$ cat src/rtl/layer_scan_addr.sv
module layer_scan_addr (
  input  logic        clk,
  input  logic        rst_n,
  input  logic        cfg_we,
  input  logic [2:0]  cfg_sel,
  input  logic [31:0] cfg_wdata,
  input  logic        frame_start,
  input  logic        field_odd,
  input  logic        line_adv,
  output logic        req_valid,
  input  logic        req_ready,
  output logic [35:0] req_addr
);
  localparam logic [3:0] FMT_XRGB = 4'd9;

  logic [31:0] sh_mode, sh_dis, sh_lay, sh_stride, sh_blo, sh_fmt;
  logic [3:0]  sh_bhi;
  logic [31:0] ac_mode, ac_dis, ac_lay, ac_stride, ac_blo, ac_fmt;
  logic [3:0]  ac_bhi;
  logic        pend, fs_d, odd_q;
  logic        busy, ldone;
  logic [15:0] x;
  logic [16:0] line;
  logic [35:0] ptr;

  wire        commit_wr = cfg_we && cfg_sel == 3'd7 && cfg_wdata[0];
  wire        ilace     = ac_mode[28];
  wire        run_ok    = ac_mode[0] && ac_mode[1] && ac_mode[8] &&
                          ac_fmt[11:8] == FMT_XRGB && ac_fmt[3:0] == 4'd0;
  wire [15:0] wl = (ac_lay[15:0]  < ac_dis[15:0])  ? ac_lay[15:0]  : ac_dis[15:0];
  wire [15:0] hl = (ac_lay[31:16] < ac_dis[31:16]) ? ac_lay[31:16] : ac_dis[31:16];
  wire [16:0] hcnt   = {1'b0, hl} + 17'd1;
  wire [16:0] nlines = ilace ? (hcnt >> 1) : hcnt;
  wire [35:0] base   = {ac_bhi, ac_blo};
  wire [35:0] strd   = {4'd0, ac_stride};
  wire [35:0] step   = ilace ? (strd << 1) : strd;
  wire [35:0] first  = base + ((ilace && odd_q) ? strd : 36'd0);

  always_ff @(posedge clk or negedge rst_n)
    if (!rst_n) begin
      sh_mode <= '0; sh_dis <= '0; sh_lay <= '0; sh_stride <= '0;
      sh_blo <= '0; sh_bhi <= '0; sh_fmt <= '0;
    end else if (cfg_we) begin
      case (cfg_sel)
        3'd0: sh_mode   <= cfg_wdata;
        3'd1: sh_dis    <= cfg_wdata;
        3'd2: sh_lay    <= cfg_wdata;
        3'd3: sh_stride <= cfg_wdata;
        3'd4: sh_blo    <= cfg_wdata;
        3'd5: sh_bhi    <= cfg_wdata[3:0];
        3'd6: sh_fmt    <= cfg_wdata;
        default: ;
      endcase
    end

  always_ff @(posedge clk or negedge rst_n)
    if (!rst_n) begin
      ac_mode <= '0; ac_dis <= '0; ac_lay <= '0; ac_stride <= '0;
      ac_blo <= '0; ac_bhi <= '0; ac_fmt <= '0;
      pend <= 1'b0; odd_q <= 1'b0;
    end else begin
      if (frame_start && pend) begin
        ac_mode <= sh_mode; ac_dis <= sh_dis; ac_lay <= sh_lay;
        ac_stride <= sh_stride; ac_blo <= sh_blo; ac_bhi <= sh_bhi;
        ac_fmt <= sh_fmt;
      end
      if (frame_start) odd_q <= field_odd;
      if (commit_wr) pend <= 1'b1;
      else if (frame_start) pend <= 1'b0;
    end

  always_ff @(posedge clk or negedge rst_n)
    if (!rst_n) begin
      fs_d <= 1'b0; busy <= 1'b0; ldone <= 1'b0;
      x <= '0; line <= '0; ptr <= '0;
    end else begin
      fs_d <= frame_start;
      if (frame_start) begin
        busy <= 1'b0;
      end else if (fs_d) begin
        busy  <= run_ok && nlines != 17'd0;
        ptr   <= first;
        x     <= '0;
        line  <= '0;
        ldone <= 1'b0;
      end else if (busy && line_adv) begin
        if (line == nlines - 17'd1) busy <= 1'b0;
        line  <= line + 17'd1;
        ptr   <= ptr + step;
        x     <= '0;
        ldone <= 1'b0;
      end else if (req_valid && req_ready) begin
        if (x == wl) ldone <= 1'b1;
        else         x <= x + 16'd1;
      end
    end

  assign req_valid = busy && !ldone;
  assign req_addr  = {ptr[35:5] + {15'd0, x}, 5'd0};

  a_r10_hold_stall: assert property (@(posedge clk) disable iff (!rst_n)
    (req_valid && !req_ready && !frame_start && !line_adv) |=> (req_valid && $stable(req_addr)));

  a_r5_word_step: assert property (@(posedge clk) disable iff (!rst_n)
    (req_valid && req_ready && !frame_start && !line_adv) |=> (!req_valid || req_addr == $past(req_addr) + 36'd32));

  a_r4_first_addr: assert property (@(posedge clk) disable iff (!rst_n)
    (fs_d && !frame_start) |=> (!req_valid || req_addr == (first & ~36'h1F)));

  a_r11_rise_cause: assert property (@(posedge clk) disable iff (!rst_n)
    $rose(req_valid) |-> ($past(fs_d) || $past(line_adv)));

  a_r11_stop: assert property (@(posedge clk) disable iff (!rst_n)
    frame_start |=> !req_valid);
endmodule

$ cat config.mk
export PLATFORM = sky130hd
export DESIGN_NAME = layer_scan_addr
export DESIGN_NICKNAME = d
export VERILOG_FILES = /design/src/rtl/layer_scan_addr.sv
export SDC_FILE = /design/constraint.sdc
export NUM_CORES = 1
export LEC_CHECK = 0
export BUFFER_PORTS_ARGS = -buffer_cell sky130_fd_sc_hd__buf_4
export CORE_MARGIN = 3
export CORE_UTILIZATION = 68
export CTS_CLUSTER_DIAMETER = 200
export DETAILED_ROUTE_END_ITERATION = 8
export GPL_TIMING_DRIVEN = 0
export PLACE_DENSITY_LB_ADDON = 0.25
export SKIP_LAST_GASP = 1
export SLEW_MARGIN = 25
export SYNTH_ARGS = -nofsm -noshare
export SYNTH_HDL_FRONTEND = slang
export SYNTH_SLANG_ARGS = --single-unit
$ cat constraint.sdc
create_clock -name clk -period 9 [get_ports clk]
set_clock_uncertainty 0.05 [all_clocks]
set_input_delay 2.25 -clock clk [delete_from_list [all_inputs] [get_ports clk]]
set_output_delay 2.25 -clock clk [all_outputs]
set_load 0.01 [all_outputs]
# Word-level counts from Yosys, hierarchy flattened
# Index checks and enable logic that the tools add are counted.
op_classes:
  reduce_logical: 33
  n_bitwise: 1
  n_addsub: 7
  mux: 23
  n_eq_ne: 11
  magnitude_cmp: 2
ops:
  columns: ["cell", "count"]
  rows:
  - ["two-way mux 16 bit", 6]
  - ["two-way mux 36 bit", 2]
  - ["two-way mux 17 bit", 3]
  - ["adder 36 x 32 -> 36 bit", 1]
  - ["adder 36 x 33 -> 36 bit", 1]
  - ["two-way mux 33 bit", 1]
  - ["less-than comparator 16 bit", 2]
  - ["two-way mux 32 bit", 1]
  - ["adder 31 x 16 -> 31 bit", 1]
  - ["AND reduction 2 bit", 9]
  - ["adder 16 x 1 -> 17 bit (second input constant)", 1]
  - ["adder 17 x 1 -> 17 bit (second input constant)", 1]
  - ["== test 17 bit", 1]
  - ["nonzero test 17 bit", 1]
  - ["subtractor 17 x 1 -> 17 bit (second input constant)", 1]
  - ["adder 16 x 1 -> 16 bit (second input constant)", 1]
  - ["== test 16 bit", 1]
  - ["== test 3 bit (second input constant)", 4]
  - ["logical AND 1 bit", 12]
  - ["nonzero test 3 bit", 4]
  - ["two-way mux 1 bit", 10]
  - ["== test 3 x 2 -> 1 bit (second input constant)", 2]
  - ["AND reduction 3 bit", 2]
  - ["== test 4 bit (second input constant)", 1]
  - ["other kinds (7)", 8]
word_totals:
  word_cells: 99
  register_bits: 420
  output_inout_bits: 37

# Logic depth before layout (Yosys ltp)
depth:
  ltp_word: 10
  mapped_depth: 26
  mapped_depth_nobuf: 25

# Worst setup path before layout
# Ideal clock, no wire load.
synth_timing:
  path_kind: "register to output"
  startpoint: "register x[0]"
  endpoint: "output port req_addr[35]"
  setup_slack_ns: 3.316
  path_stages_with_launch: 18
  arrival_time_ns: 3.384
  path_buffers: 1
  path_cell_list: "dfrtp_1 > ha_1 > inv_1 > fa_1 > nor2b_1 > o21ai_0 > a21boi_0 > o21ai_0 > a21boi_0 > o21ai_0 > a21o_1 > a21oi_1 > a211o_1 > a21oi_1 > or2_2 > clkbuf_1 > nor3_1 > xor2_1"
synth_via:
  elab_chain_cells: 1
synth_lines:
  columns: ["element", "line_no", "rtl"]
  rows:
  - ["from (decl)", "22", "logic [15:0] x;"]
  - ["from (signal assigned)", "94", "else x <= x + 16'd1;"]
  - ["adder 31 x 16 -> 31 bit", "99", "assign req_addr = {ptr[35:5] + {15'd0, x}, 5'd0};"]
  - ["to (decl)", "12", "output logic [35:0] req_addr"]
# Every way passes these cells.

# Worst setup path after layout
layout_timing:
  startpoint: "register ac_mode[28]"
  endpoint: "register ptr[34]"
layout_via:
  elab_chain_cells: 4
layout_lines:
  columns: ["element", "line_no", "rtl"]
  rows:
  - ["from (decl)", "18", "logic [31:0] ac_mode, ac_dis, ac_lay, ac_stride, ac_blo, ac_fmt;"]
  - ["from (signal assigned)", "63", "ac_mode <= sh_mode; ac_dis <= sh_dis; ac_lay <= sh_lay;"]
  - ["two-way mux 33 bit / logical AND 1 bit (equally long branches)", "36, 37", null]
  - ["adder 36 x 33 -> 36 bit / two-way mux 32 bit (equally long branches)", "89, 37", null]
  - ["two-way mux 36 bit / adder 36 x 32 -> 36 bit (equally long branches)", "86, 37", null]
  - ["two-way mux 36 bit (*)", "80", "end else if (fs_d) begin"]
  - ["to (signal assigned)", "82", "ptr <= first;"]
  - ["to (signal assigned)", "89", "ptr <= ptr + step;"]
  - ["to (decl)", "24", "logic [35:0] ptr;"]
# Mark *: on every way between the ends. The rest lies on a longest branch, timed or not. The select of a mux whose other input is x is not followed.
# A chain may end at the register's enable or synchronous reset.

==> impl_metrics.yaml <==
status:
  status: "completed"
route:
  drt-vias-per-instance: 6.43
  remaining_drc_errors: 0
  post_drt_wl_per_cell_um: 22.5
  drt.antenna.violating_nets: 0
  drt_iter0_markers: 1387
  detailroute.via_count: 17400
  first_pass_iters: 5
  detail_route.wirelength_mm: 60.6
yosys:
  postSynth.topFlopCell: "sky130_fd_sc_hd__dfrtp_1"
  synth_top_cell_by_area: "sky130_fd_sc_hd__dfrtp_1"
  netlist_top_cells_area: "sky130_fd_sc_hd__dfrtp_1 41%, sky130_fd_sc_hd__mux2_2 17%, sky130_fd_sc_hd__ha_1 6.5%"
  mappedNetlistArea_sq_um: 22100
  synthesis.area_per_instance_sq_um: 10.4
  netlist-cell-type-count: 90
  synth_seq_cells: 362
  synth-warning-count: 0
  synth_enable_flop_cells: 0
  synth-seq-area-share_pct: 41.0
  synthArstFlopShare_pct: 100
  synthesis.instances: 2114
  synth_top_area_share_pct: 41.0
sta:
  worst_pin_slew_ps: 1010
  period_minus_slack_ps: 7300
  timing.final.max_slew_violations: 0
  timing.hold.ws_ps: 446
  setup_total_negative_slack_ps: 0
  relSlewSlack_pct: 32.9
  rsz_0062_raised_after_global_routing: "false"
  period_share_pct: 81.1
  final-setup-viol-count: 0
  finalHoldViolCount: 0
  max_freq_mhz: 137
cts:
  cts.path.max_buffers: 3
  cts.root.buffer_cell: "sky130_fd_sc_hd__clkbuf_16"
  cts_tree: "built"
  clock-sinks: 362
  clock_tree.htree_level_count: 2
  numCtsBuffers: 39
  cts_setup_buffers: 0
  post_cts_resize_count: 0
  cts.reportedPaths.clkPinSlew_ps: 60
  cts_hold_repair.buffers: 0
  clock_latency_ps: 540
power_and_ir_drop:
  power.net_switching_mw: 3.13
  power.static_leakage_nw: 11.3
  p_seq_share_pct: 32.2
  comb_power_share_pct: 46.9
  cellInternalPower_mw: 4.77
  power.density_cell_area_nw_per_um2: 321
  power_mw: 7.90
  max_ir_drop_vdd_mv: 0.213
  pwr-share-clk_pct: 20.8
  netSwitchingFraction_pct: 39.6
grt:
  global_route.overflow_total: 0
  initial_antenna_violation_count: 2
  maximum_number_of_pins_on_one_net_before_global_route_repair: 100
  gr_usage_total_pct: 35.3
  first_global_vias: 17500
  grt_first_pass_wirelength_mm: 95.2
final_layout:
  num-nets-final: 2393
  final_cell_area_sq_um: 24600
  n_fill_cell: 2091
  flow.area_growth_from_synthesis_pct: 11.3
  drive_above_1_share_pct: 22.4
  layoutNonFillerInstCount: 2699
floorplan:
  io-pin-count: 79
  floorplan.die.width_um: 186
  effective_utilization_at_floorplan_pct: 69.5
  core-area_sq_um: 31800
  die_area_sq_um: 34700
  dieHeight_um: 186
  placement_rows: 65
worst_hold_path:
  worst_hold_check_path_type: "reg2reg"
critical_path:
  critPathKind: "reg2reg"
  cp_num_buf_inv: 6
  crit_path_max_fanout: 10
  worst_path_dominant_cell_family: "buffers and inverters"
  critPathLaunchType: "flop"
  cp.arrival_ps: 7660
  path_cells: "clkbuf_1 -> buf_1 -> clkbuf_1 -> buf_1 -> buf_1 -> and3_1 -> ha_1 -> inv_1 -> fa_1 -> nor2b_1 -> o21a_1 -> o2111ai_1 -> a31oi_1 -> and4_1 -> o211a_1 -> nor4_1 -> o21bai_1 -> a41o_1 -> o21ai_1 -> mux2i_1 -> nor2_1 -> or4_1"
  timing.critical_path.slowest_cell_delay_ps: 650
  timing.critical_path.required_ps: 9360
  timing.critical_path.mode_cell: "sky130_fd_sc_hd__buf_1"
  cp_slowest_cell: "sky130_fd_sc_hd__buf_1"
  endpoint_kind: "flop"
place:
  placed_cells_incl_taps: 2627
  numPortBuffers: 71
  dpl-instance-area_sq_um: 23300
  place.detailed.hpwl_mm: 44.9
  gpl.final_weighted_congestion: 0.938
job:
  max-cap-violations: 0
==> worst register-to-register path, stage by stage, from the launching register on <==
cell and delay [ps]:
sky130_fd_sc_hd__dfrtp_1 370, sky130_fd_sc_hd__clkbuf_1 400, sky130_fd_sc_hd__buf_1 470, sky130_fd_sc_hd__clkbuf_1 590, sky130_fd_sc_hd__buf_1 500, sky130_fd_sc_hd__buf_1 650
sky130_fd_sc_hd__and3_1 280, sky130_fd_sc_hd__ha_1 160, sky130_fd_sc_hd__inv_1 60, sky130_fd_sc_hd__fa_1 410, sky130_fd_sc_hd__nor2b_1 200, sky130_fd_sc_hd__o21a_1 220
sky130_fd_sc_hd__o2111ai_1 220, sky130_fd_sc_hd__a31oi_1 450, sky130_fd_sc_hd__and4_1 320, sky130_fd_sc_hd__o211a_1 230, sky130_fd_sc_hd__nor4_1 80, sky130_fd_sc_hd__o21bai_1 310
sky130_fd_sc_hd__a41o_1 300, sky130_fd_sc_hd__o21ai_1 100, sky130_fd_sc_hd__mux2i_1 230, sky130_fd_sc_hd__nor2_1 70, sky130_fd_sc_hd__or4_1 500
==> through the flow <==
step | util, % | setup slack (ps)
after detailed placement | 73.2 | 1890
after CTS | 77.3 | 1790
final | 77.3 | 1700
after floorplan | - | 3320
after global routing | 77.3 | 1420
after global placement | 72.9 | 2100
==> power by group through the flow <==
stage	sequential (mW)	clock, mW	combinational [mW]
2_1_floorplan	2.37	0	2.83
3_3_place_gp	2.52	0	3.49
3_5_place_dp	2.55	0	3.61
4_1_cts	2.53	1.66	3.66
5_1_grt	2.60	1.72	4.08
6_report	2.55	1.65	3.71
==> placed cells by master, fill, tap and decap left out, types with 53 or more instances in the layout <==
| cell type | netlist | layout |
|---|---|---|
| sky130_fd_sc_hd__nand2_1 | 137 | 137 |
| sky130_fd_sc_hd__buf_4 | 5 | 75 |
| sky130_fd_sc_hd__nor2_1 | 109 | 109 |
| sky130_fd_sc_hd__dfrtp_1 | 362 | 362 |
| sky130_fd_sc_hd__clkbuf_1 | 70 | 79 |
| sky130_fd_sc_hd__mux2_2 | 327 | 327 |
| sky130_fd_sc_hd__a21oi_1 | 103 | 103 |
| sky130_fd_sc_hd__inv_1 | 83 | 83 |
| sky130_fd_sc_hd__xor2_1 | 53 | 53 |
| sky130_fd_sc_hd__ha_1 | 115 | 115 |
| sky130_fd_sc_hd__xnor2_1 | 112 | 112 |
| sky130_fd_sc_hd__o21ai_0 | 83 | 83 |
==> flip-flops by register name, summed over array words and instances, names as in the netlist, 4 cells and up <==
name,count
ac_bhi,4
ac_blo,32
ac_dis,32
ac_fmt,8
ac_lay,32
ac_mode,4
ac_stride,32
line,17
ptr,36
sh_bhi,4
sh_blo,32
sh_dis,32
sh_fmt,8
sh_lay,32
sh_mode,4
sh_stride,32
x,16
==> per-layer routing <==
| layer | vias up | wire length [um] | track usage, % |
|---|---|---|---|
| met2 | 646 | 28400 | 57.9 |
| met3 | 179 | 4590 | 6.79 |
| met4 | 0 | 2240 | 13.2 |
| met1 | 8628 | 25500 | 47.0 |
| li1 | 7902 | - | - |
| met5 | - | 0 | 0 |
==> synthesized netlist by cell type (all sizes together) (13+ instances only) <==
cell / number
xnor2: 112
inv: 83
nand2: 138
o21a: 23
o21ai: 102
or3: 17
a31oi: 13
nand3: 47
nor2: 110
mux2i: 18
o211ai: 15
a21o: 50
mux2: 327
ha: 115
nor3: 34
and3: 51
nand2b: 19
a21oi: 103
nor4: 15
xor2: 53
nand4: 29
buf: 20
dfrtp: 362
o21bai: 13
clkbuf: 70
==> path summary, 6_finish.rpt <==
kind,from,endpoint,slack (ps),cells after the start
min in group asynchronous,rst_n,ptr[31],1660,1
max reg2reg,ac_mode[28],ptr[34],1700,22
max in group asynchronous,rst_n,ac_dis[13],5470,4
min,ptr[3],ptr[3],450,2
max,ac_mode[28],ptr[34],1700,22
min reg2reg,ptr[3],ptr[3],450,2
==> cell families after synthesis <==
family                     synth area share (%)
buffers and inverters                      3.05
other                                    0.0170
AOI/OAI and AO/OA                          12.7
and+or+nand+nor                            12.2
DFF                                        41.0
adders and majority gates                  6.79
muxes                                      17.7
xor gates and xnor gates                   6.54
==> final cells by class <==
class,instances,area [sq um],share of cell area [%]
clock buffer,57,1140,4.66
antenna,1,2.50,0.0102
timing repair buffer,74,623,2.53
inverter,83,312,1.27
clock inverter,14,168,0.682
tap,435,544,2.21
buffer,90,363,1.48
sequential,362,9060,36.8
multi-input combinational,1583,12400,50.3
(Power assumes the default switching activity.)
